`config.mk`:
```
export PLATFORM = sky130hd
export DESIGN_NAME = scl_timing_gen
export DESIGN_NICKNAME = d
export VERILOG_FILES = /design/src/rtl/scl_pkg.sv /design/src/rtl/scl_timing_dp.sv /design/src/rtl/scl_timing_ctl.sv /design/src/rtl/scl_timing_gen.sv
export SDC_FILE = /design/constraint.sdc
export NUM_CORES = 1
export LEC_CHECK = 0
export BUFFER_PORTS_ARGS = -buffer_cell sky130_fd_sc_hd__buf_2
export CAP_MARGIN = 20
export CORE_AREA = 2 2 123 125
export DETAILED_ROUTE_END_ITERATION = 8
export DIE_AREA = 0 0 125 127
export PLACE_DENSITY = 0.53
export SYNTH_ARGS = -nofsm -noshare
export SYNTH_HDL_FRONTEND = slang
export SYNTH_HIERARCHICAL = 1
export SYNTH_SLANG_ARGS = --single-unit
```
`constraint.sdc`:
```
create_clock -name clk -period 7.85 [get_ports clk]
set_input_delay 1.57 -clock clk [delete_from_list [all_inputs] [get_ports clk]]
set_output_delay 1.57 -clock clk [all_outputs]
set_load 0.005 [all_outputs]
```
`src/rtl/scl_pkg.sv`:
```
package scl_pkg;

  typedef enum logic [1:0] {
    OP_START   = 2'd0,
    OP_STOP    = 2'd1,
    OP_RESTART = 2'd2,
    OP_BIT     = 2'd3
  } opKind_e;

  typedef enum logic [1:0] {
    SEL_LOWA = 2'd0,
    SEL_DSU  = 2'd1,
    SEL_HIGH = 2'd2,
    SEL_SSU  = 2'd3
  } phaseSel_e;

  typedef enum logic [2:0] {
    ST_IDLE  = 3'd0,
    ST_LOWA  = 3'd1,
    ST_LOWB  = 3'd2,
    ST_HIGH  = 3'd3,
    ST_SETUP = 3'd4,
    ST_HOLD  = 3'd5
  } seqState_e;

  // strobes from the sequencer to the datapath
  typedef struct packed {
    logic      cntClr;
    phaseSel_e sel;
    logic      watchScl;
    logic      sampleEn;
    logic      sclDrv;
    logic      sclRel;
    logic      sdaWr;
    logic      sdaVal;
  } dpCtl_t;

endpackage

```
`src/rtl/scl_timing_dp.sv`:
```
module scl_timing_dp
  import scl_pkg::*;
#(
  parameter int CNT_W = 16
) (
  input  logic             clk,
  input  logic             rstN,
  input  dpCtl_t           ctl,
  input  logic [CNT_W-1:0] cfgPeriod,
  input  logic [CNT_W-1:0] cfgLow,
  input  logic [CNT_W-1:0] cfgStopSetup,
  input  logic [CNT_W-1:0] cfgDataSetup,
  input  logic             sclIn,
  input  logic             sdaIn,
  output logic             phaseEnd,
  output logic             sclOe,
  output logic             sdaOe,
  output logic             rxBit
);

  localparam int EXT_W = CNT_W + 1;
  localparam logic [CNT_W-1:0] ONE = CNT_W'(1);

  logic [CNT_W-1:0] lowALen;
  logic [CNT_W-1:0] highLen;
  logic [CNT_W-1:0] midPt;
  logic [CNT_W-1:0] target;
  logic [CNT_W-1:0] cnt;
  logic             hold;

  // derived phase lengths; non-positive differences collapse to one cycle
  always_comb begin
    lowALen = (cfgLow > cfgDataSetup) ? (cfgLow - cfgDataSetup) : ONE;
    highLen = (cfgPeriod > cfgLow) ? (cfgPeriod - cfgLow) : ONE;
    midPt   = highLen >> 1;
    unique case (ctl.sel)
      SEL_LOWA: target = lowALen;
      SEL_DSU:  target = cfgDataSetup;
      SEL_HIGH: target = highLen;
      default:  target = cfgStopSetup;
    endcase
  end

  // stretching: released but still read low
  assign hold     = ctl.watchScl && !sclIn;
  assign phaseEnd = !hold && ((EXT_W'(cnt) + EXT_W'(1)) >= EXT_W'(target));

  always_ff @(posedge clk) begin
    if (!rstN) begin
      cnt <= '0;
    end else if (ctl.cntClr) begin
      cnt <= '0;
    end else if (!hold) begin
      cnt <= cnt + ONE;
    end
  end

  always_ff @(posedge clk) begin
    if (!rstN) begin
      sclOe <= 1'b0;
      sdaOe <= 1'b0;
      rxBit <= 1'b0;
    end else begin
      if (ctl.sclDrv) begin
        sclOe <= 1'b1;
      end else if (ctl.sclRel) begin
        sclOe <= 1'b0;
      end
      if (ctl.sdaWr) begin
        sdaOe <= ctl.sdaVal;
      end
      if (ctl.sampleEn && !hold && (cnt == midPt)) begin
        rxBit <= sdaIn;
      end
    end
  end

endmodule

```
`src/rtl/scl_timing_ctl.sv`:
```
module scl_timing_ctl
  import scl_pkg::*;
(
  input  logic       clk,
  input  logic       rstN,
  input  logic       reqValid,
  input  logic [1:0] reqKind,
  input  logic       reqBit,
  input  logic       phaseEnd,
  output dpCtl_t     ctl,
  output logic       ready,
  output logic       done
);

  seqState_e state, stateNext;
  opKind_e   opQ;
  logic      bitQ;
  logic      finish;
  logic      accept;

  assign ready  = (state == ST_IDLE);
  assign accept = ready && reqValid;

  always_comb begin
    ctl        = '0;
    ctl.sel    = SEL_LOWA;
    ctl.cntClr = phaseEnd;
    stateNext  = state;
    finish     = 1'b0;
    unique case (state)
      ST_IDLE: begin
        ctl.cntClr = 1'b1;
        if (reqValid) begin
          if (opKind_e'(reqKind) == OP_START) begin
            ctl.sdaWr  = 1'b1;
            ctl.sdaVal = 1'b1;
            stateNext  = ST_HOLD;
          end else begin
            stateNext = ST_LOWA;
          end
        end
      end
      ST_LOWA: begin
        ctl.sel = SEL_LOWA;
        if (phaseEnd) begin
          ctl.sdaWr = 1'b1;
          unique case (opQ)
            OP_BIT:     ctl.sdaVal = !bitQ;
            OP_RESTART: ctl.sdaVal = 1'b0;
            default:    ctl.sdaVal = 1'b1;
          endcase
          stateNext = ST_LOWB;
        end
      end
      ST_LOWB: begin
        ctl.sel = SEL_DSU;
        if (phaseEnd) begin
          ctl.sclRel = 1'b1;
          stateNext  = (opQ == OP_BIT) ? ST_HIGH : ST_SETUP;
        end
      end
      ST_HIGH: begin
        ctl.sel      = SEL_HIGH;
        ctl.watchScl = 1'b1;
        ctl.sampleEn = 1'b1;
        if (phaseEnd) begin
          ctl.sclDrv = 1'b1;
          stateNext  = ST_IDLE;
          finish     = 1'b1;
        end
      end
      ST_SETUP: begin
        ctl.sel      = SEL_SSU;
        ctl.watchScl = 1'b1;
        if (phaseEnd) begin
          ctl.sdaWr = 1'b1;
          if (opQ == OP_RESTART) begin
            ctl.sdaVal = 1'b1;
            stateNext  = ST_HOLD;
          end else begin
            ctl.sdaVal = 1'b0;
            stateNext  = ST_IDLE;
            finish     = 1'b1;
          end
        end
      end
      ST_HOLD: begin
        ctl.sel      = SEL_SSU;
        ctl.watchScl = 1'b1;
        if (phaseEnd) begin
          ctl.sclDrv = 1'b1;
          stateNext  = ST_IDLE;
          finish     = 1'b1;
        end
      end
      default: begin
        stateNext = ST_IDLE;
      end
    endcase
  end

  always_ff @(posedge clk) begin
    if (!rstN) begin
      state <= ST_IDLE;
      opQ   <= OP_START;
      bitQ  <= 1'b0;
      done  <= 1'b0;
    end else begin
      state <= stateNext;
      done  <= finish;
      if (accept) begin
        opQ  <= opKind_e'(reqKind);
        bitQ <= reqBit;
      end
    end
  end

endmodule

```
`src/rtl/scl_timing_gen.sv`:
```
module scl_timing_gen
  import scl_pkg::*;
#(
  parameter int CNT_W = 16
) (
  input  logic             clk,
  input  logic             rstN,
  input  logic [CNT_W-1:0] cfgPeriod,
  input  logic [CNT_W-1:0] cfgLow,
  input  logic [CNT_W-1:0] cfgStopSetup,
  input  logic [CNT_W-1:0] cfgDataSetup,
  input  logic             reqValid,
  input  logic [1:0]       reqKind,
  input  logic             reqBit,
  input  logic             sclIn,
  input  logic             sdaIn,
  output logic             ready,
  output logic             done,
  output logic             sclOe,
  output logic             sdaOe,
  output logic             rxBit
);

  dpCtl_t ctl;
  logic   phaseEnd;

  scl_timing_ctl u_ctl (
    .clk      (clk),
    .rstN     (rstN),
    .reqValid (reqValid),
    .reqKind  (reqKind),
    .reqBit   (reqBit),
    .phaseEnd (phaseEnd),
    .ctl      (ctl),
    .ready    (ready),
    .done     (done)
  );

  scl_timing_dp #(.CNT_W(CNT_W)) u_dp (
    .clk          (clk),
    .rstN         (rstN),
    .ctl          (ctl),
    .cfgPeriod    (cfgPeriod),
    .cfgLow       (cfgLow),
    .cfgStopSetup (cfgStopSetup),
    .cfgDataSetup (cfgDataSetup),
    .sclIn        (sclIn),
    .sdaIn        (sdaIn),
    .phaseEnd     (phaseEnd),
    .sclOe        (sclOe),
    .sdaOe        (sdaOe),
    .rxBit        (rxBit)
  );

endmodule

```
==> impl_metrics.yaml, run 1 <==
timing:
  grt_setup_unrepaired: "false"
  hold_viol: 0
  worst_pin_slew_ns: 0.879
  clock_skew_ns: 0.00394
  finalCritPeriodShare_pct: 86.6
  period_needed_ns: 6.79
  fmax_mhz: 147
  setup_violations: 0
  drv_slew: 0
  worst_hold_slack_ns: 0.461
  finalSetupTns_ns: 0
  maxSlewHeadroom_pct: 41.3
grt:
  antenna_found_initial: 0
  grt_first_pass_wirelength_um: 23100
  grt_pass1_vias: 4518
  grt.overflow.total: 0
  grt_max_degree: 27
  grt.total_usage_pct: 17.8
synthesis:
  synth.ff_latch_count: 26
  synth_ff_type: "dfxtp_1"
  synth_top_area_share_pct: 13.9
  synth-edff-count: 0
  synth.most_common_cell: "nand2_1"
  ys_async_sr_fraction_pct: 0
  syn_area_um2: 4410
  syn_nets: 744
  yosys-top-cells-count: "nand2_1 (52), ha_1 (49), inv_1 (49), a21oi_1 (46), nor2_1 (41)"
  synth.distinct_cells: 79
  synth_area_leaders: "ha_1 (14%), dfxtp_1 (12%), a21oi_1 (5.2%)"
  avgSynthCellArea_um2: 7.11
  yosysSeqAreaShare_pct: 11.8
  yosys.area.top_type: "ha_1"
  synth_cells: 621
  yosysWarnings: 6
floorplan:
  start_util_pct: 30.6
  coreArea_um2: 14400
  ios: 77
  std_cell_rows: 44
  die_x_um: 125
  dieArea_um2: 15900
  die_h_um: 127
clock_network:
  clkLatencyLatePin_ns: 0.26
  cts_hold_buf: 0
  cts_inserted_buffers: 3
  cts_root_buf: "clkbuf_16"
  cts-resized-gates: 0
  htree_levels: 1
  cts_setup_buffers: 0
  path_clk_slew_ns: 0.07
  numClockSinks: 26
  cts_tree: "built"
  clk_path_buf_depth: 2
final_layout:
  nNetsFinal: 798
  drive_gt1_share_pct: 15.9
  stdcell_area_um2: 5010
  n_antenna_cell: 0
  syn_to_final_growth_pct: 13.5
worst_hold_path:
  min_path_cells: 2
  hp-class: "flip-flop to flip-flop"
  hold_end: "u_dp/rxBit"
  worstHoldStart: "u_dp/rxBit"
worst_setup_path:
  path_class: "input port to flip-flop"
  r2r-end: "u_dp/cnt[13]"
  cp.arrival_ns: 6.98
  required_ns: 8.04
  r2r-start: "u_ctl/state[2]"
  rr_worst_depth: 20
  cp-end-kind: "flip-flop"
  regToRegSetupSlack_ns: 2.63
  critPathLaunchType: "input port"
  cp_max_fo: 16
power_and_ir_drop:
  power.density_nw_per_um2: 182
  power_switching_uw: 426
  p_sw_share_pct: 46.7
  pwr-share-clk_pct: 16.5
  ir_drop_v: 0.000115
  static-leakage-power_uw: 0.00223
  combinationalPowerShare_pct: 64.6
  p_total_uw: 911
  intPower_uw: 485
  share_seq_of_total_power_pct: 19.0
placed_design:
  gp_congestion: 0.908
  io_buffers: 76
  place_area_um2: 4910
  hpwl_um: 12200
detailed_routing:
  vias: 4790
  via_per_inst: 5.58
  drcViolationCount: 0
  wl_um: 14700
  drtAntennaViolNets: 0
  drt-initial-drc-count: 326
  wire_per_inst_um: 17.2
  drtPass1Iterations: 7
job:
  maxCapViolCount: 0
run_status:
  status: "complete, no violations"
[placed cells by master, fill, tap and decap left out, drive strengths merged, types with 4 or more instances in the layout]
master and instances:
and2 5, o22ai 11, buf 78, nand2 52, a2111oi 5, nand2b 9
a31oi 4, a211oi 4, nor3 18, ha 49, mux2i 6, and4 4
xnor2 20, o21a 12, nor2 41, a21o 14, nor2b 16, o211ai 4
nand3 22, inv 49, o21bai 4, a21oi 46, nand4 9, xor2 25
dfxtp 26, nor4 6, o31ai 5, o21ai 46, or3 7, and3 12
or2 8
[power by group through the flow]
| stage | registers [uW] | logic, uW | clock network, uW |
|---|---|---|---|
| after global placement | 173 | 573 | 0 |
| after detailed placement | 175 | 582 | 0 |
| after floorplan | 155 | 451 | 0 |
| final | 173 | 588 | 150 |
| after global routing | 176 | 657 | 160 |
| after CTS | 172 | 583 | 153 |
[worst max-delay path, cell delays in order]
cell	delay, ns
buf_2	0.09
inv_1	0.07
ha_1	0.21
inv_1	0.07
fa_1	0.21
a21o_1	0.13
a21oi_1	0.09
o21bai_1	0.22
a2111oi_2	0.14
o31a_1	0.30
nor4_1	0.44
nand2_1	0.42
o311ai_0	0.43
o21ai_0	0.17
ha_1	0.32
o21a_1	0.11
o21a_1	0.16
o21a_1	0.15
o21ai_0	0.16
a21oi_1	0.08
o211ai_1	0.18
a221oi_1	0.11
buf_4	0.22
or2_2	0.28
nand2b_1	0.41
a21oi_1	0.24
[stage by stage]
stage	utilization, %	setup WS, ns	cells
after floorplan	-	1.50	621
after global placement	34.0	0.991	854
after detailed placement	34.0	0.819	854
after CTS	34.8	1.09	858
after global routing	34.8	0.512	858
final	34.8	1.06	858
[routing by layer]
layer | global-route usage, % | part of all wire, % | wire length (um) | vias up
li1 | - | - | - | 2376
met1 | 23.9 | 46 | 6770 | 2214
met2 | 29.5 | 45 | 6690 | 166
met3 | 1.30 | 4.5 | 659 | 34
met4 | 7.71 | 4.1 | 609 | 0
met5 | 0 | 0 | 0 | -
[cells by family (layout without fill, tap and decap cells)]
| family | count (synthesis) | after routing | synth area share [%] |
|---|---|---|---|
| AND/OR/NAND/NOR | 221 | 221 | 26.4 |
| AO/OA/AOI/OAI | 194 | 194 | 29.5 |
| buffers and inverters | 78 | 131 | 7.17 |
| adder cells (fa/ha/maj) | 51 | 51 | 14.8 |
| XOR/XNOR | 45 | 45 | 8.93 |
| flip-flops | 26 | 26 | 11.8 |
| multiplexers | 6 | 6 | 1.36 |
[state kept, by name, summed over array words and instances (netlist names)]
name         count
u_dp/rxBit       1
u_ctl/state      3
u_ctl/done       1
u_ctl/bitQ       1
u_dp/cnt        16
u_dp/sdaOe       1
u_dp/sclOe       1
u_ctl/opQ        2
[worst max-delay path by stage]
stage / from / to
4_1_cts: cfgLow[0] / u_dp/cnt[13]
5_1_grt: cfgLow[0] / u_dp/cnt[3]
2_1_floorplan: cfgLow[0] / u_dp/cnt[0]
6_report: cfgLow[0] / u_dp/cnt[13]
3_5_place_dp: cfgLow[0] / u_dp/cnt[4]
3_3_place_gp: cfgLow[0] / u_dp/cnt[3]
[final cells by class]
type,instances,area (um2)
Clock buffer,3,75.1
Multi-Input combinational cell,517,3580
Sequential cell,26,520
Fill cell,1566,9410
Tap cell,184,230
Clock inverter,1,30.0
Inverter,49,184
Timing Repair Buffer,78,395
Power figures use the tool's default switching activity.
==> run 2, diff against run 1 <==
==> constraint.sdc (replaced) <==
create_clock -name clk -period 7.6 [get_ports clk]
set_input_delay 1.52 -clock clk [delete_from_list [all_inputs] [get_ports clk]]
set_output_delay 1.52 -clock clk [all_outputs]
set_load 0.005 [all_outputs]
==> run 2 against run 1 <==
Compared with the run above:
- first-iteration DRC count is 8.3% higher
- total power rose by 3.0%
- utilization unchanged
- design area is the same
- final cell count stayed put
- die area unchanged
- sequential power rose by 3%
- combinational power grew 3.4%
- non-clock buffer count is the same
- global-route usage is 0.17 points lower
- clock-buffer cell count unchanged
- clock power about the same
==> impl_metrics.yaml, run 2 (synthesized netlist as in run 1, its figures left out) <==
clock_network:
  cts_hold_buf: 0
  cts_setup_buffers: 0
  cts-resized-gates: 0
  clkLatencyLatePin_ns: 0.26
  clk_path_buf_depth: 2
  numClockSinks: 26
  path_clk_slew_ns: 0.07
  cts_inserted_buffers: 3
  cts_tree: "built"
  htree_levels: 1
  cts_root_buf: "clkbuf_16"
detailed_routing:
  drt-initial-drc-count: 353
  drcViolationCount: 0
  drtAntennaViolNets: 0
  vias: 4762
  wire_per_inst_um: 17.0
  via_per_inst: 5.55
  drtPass1Iterations: 4
  wl_um: 14600
final_layout:
  largest_reg_flops: 16
  final_common_cell: "buf_2"
  nNetsFinal: 798
  stdcell_area_um2: 5010
  drive_gt1_share_pct: 15.9
  multi_input_area_um2: 3580
  top_regs: "u_dp/cnt x16, u_ctl/state x3, u_ctl/opQ x2"
  fillers: 1610
  n_antenna_cell: 0
  syn_to_final_growth_pct: 13.5
  final_cell_mix: "buf_2 (76), nand2_1 (52), inv_1 (49), ha_1 (49), a21oi_1 (46)"
  ff_latch_area_um2: 520
  top_register: "u_dp/cnt"
floorplan:
  die_h_um: 127
  start_util_pct: 30.6
  ios: 77
  coreArea_um2: 14400
  dieArea_um2: 15900
  die_x_um: 125
  std_cell_rows: 44
placed_design:
  place_area_um2: 4910
  gp_congestion: 0.908
  hpwl_um: 12300
  io_buffers: 76
timing:
  setup_violations: 0
  finalSetupTns_ns: 0
  worst_pin_slew_ns: 0.890
  clock_skew_ns: 0.00387
  hold_viol: 0
  drv_slew: 0
  period_needed_ns: 6.88
  finalCritPeriodShare_pct: 90.5
  grt_setup_unrepaired: "false"
  maxSlewHeadroom_pct: 40.5
  fmax_mhz: 145
power_and_ir_drop:
  ir_drop_v: 0.000116
  power_switching_uw: 437
  combinationalPowerShare_pct: 64.7
  pwr-share-clk_pct: 16.3
  share_seq_of_total_power_pct: 19.0
  p_sw_share_pct: 46.6
  static-leakage-power_uw: 0.00223
  intPower_uw: 501
  power.density_nw_per_um2: 187
grt:
  grt_first_pass_wirelength_um: 22900
  grt_pass1_vias: 4487
  grt_max_degree: 27
  antenna_found_initial: 0
  grt.overflow.total: 0
  grt.total_usage_pct: 17.6
job:
  maxCapViolCount: 0
worst_hold_path:
  hp-class: "flip-flop to flip-flop"
worst_setup_path:
  cp_max_fo: 16
  cp.arrival_ns: 7.05
  critPathLaunchType: "input port"
  cp-end-kind: "flip-flop"
  critPathMaxStageDelay_ns: 0.51
  path_class: "input port to flip-flop"
  cp_slowest_cell: "o311ai_0"
  required_ns: 7.78
run_status:
  status: "complete, no violations"
run 2: cell counts in the layout (fill, tap and decap cells not counted):
No cell type changed its count.
run 2: cell type report:
cell class,instances,share of cell area [%]
repair buffers,78,7.89
well taps,184,4.59
multi-input cells,517,71.4
clock inverters,1,0.599
flip-flops and latches,26,10.4
clock buffers,3,1.50
inverters,49,3.67
run 2: final timing paths:
| check | from | endpoint | slack, ns | cells past startpoint |
|---|---|---|---|---|
| worst max-delay path | cfgLow[0] | u_dp/cnt[13] | 0.72 | 26 |
| worst min-delay path | u_dp/rxBit | u_dp/rxBit | 0.46 | 2 |
| worst max register to register | u_ctl/state[1] | u_dp/cnt[13] | 2.25 | 19 |
| worst min register to register | u_dp/rxBit | u_dp/rxBit | 0.46 | 2 |
run 2: per-layer routing:
metal / part of all wire [%] / wire length [um] / global-route usage, % / up-vias
li1: - / - / - / 2372
met1: 46 / 6700 / 23.6 / 2206
met2: 47 / 6840 / 30.2 / 158
met3: 4.4 / 649 / 1.59 / 26
met4: 3.0 / 432 / 5.16 / 0
met5: 0 / 0 / 0 / -
run 2: worst max-delay path: cells and delay by family:
family	cells	cell delay, ns
buf+inv	4	0.45
simple gates	4	1.56
fa+ha+maj	3	0.75
compound gates	15	2.77
run 2: power groups by stage:
stage | Combinational, uW | Sequential, uW | Clock (uW)
after floorplan | 465 | 160 | 0
after global placement | 592 | 179 | 0
after detailed placement | 598 | 180 | 0
after CTS | 602 | 177 | 157
after global routing | 678 | 182 | 163
final | 608 | 178 | 153
run 2: per-stage QoR:
stage	power, uW	hold slack [ns]	setup WS, ns	std cells	utilization, %
final	939	0.461	0.725	858	34.8
after global routing	1020	0.506	0.324	858	34.8
after CTS	936	0.465	0.810	858	34.8
after detailed placement	779	0.450	0.584	854	34.0
after global placement	771	0.441	0.791	854	34.0
after floorplan	626	0.451	1.30	621	-
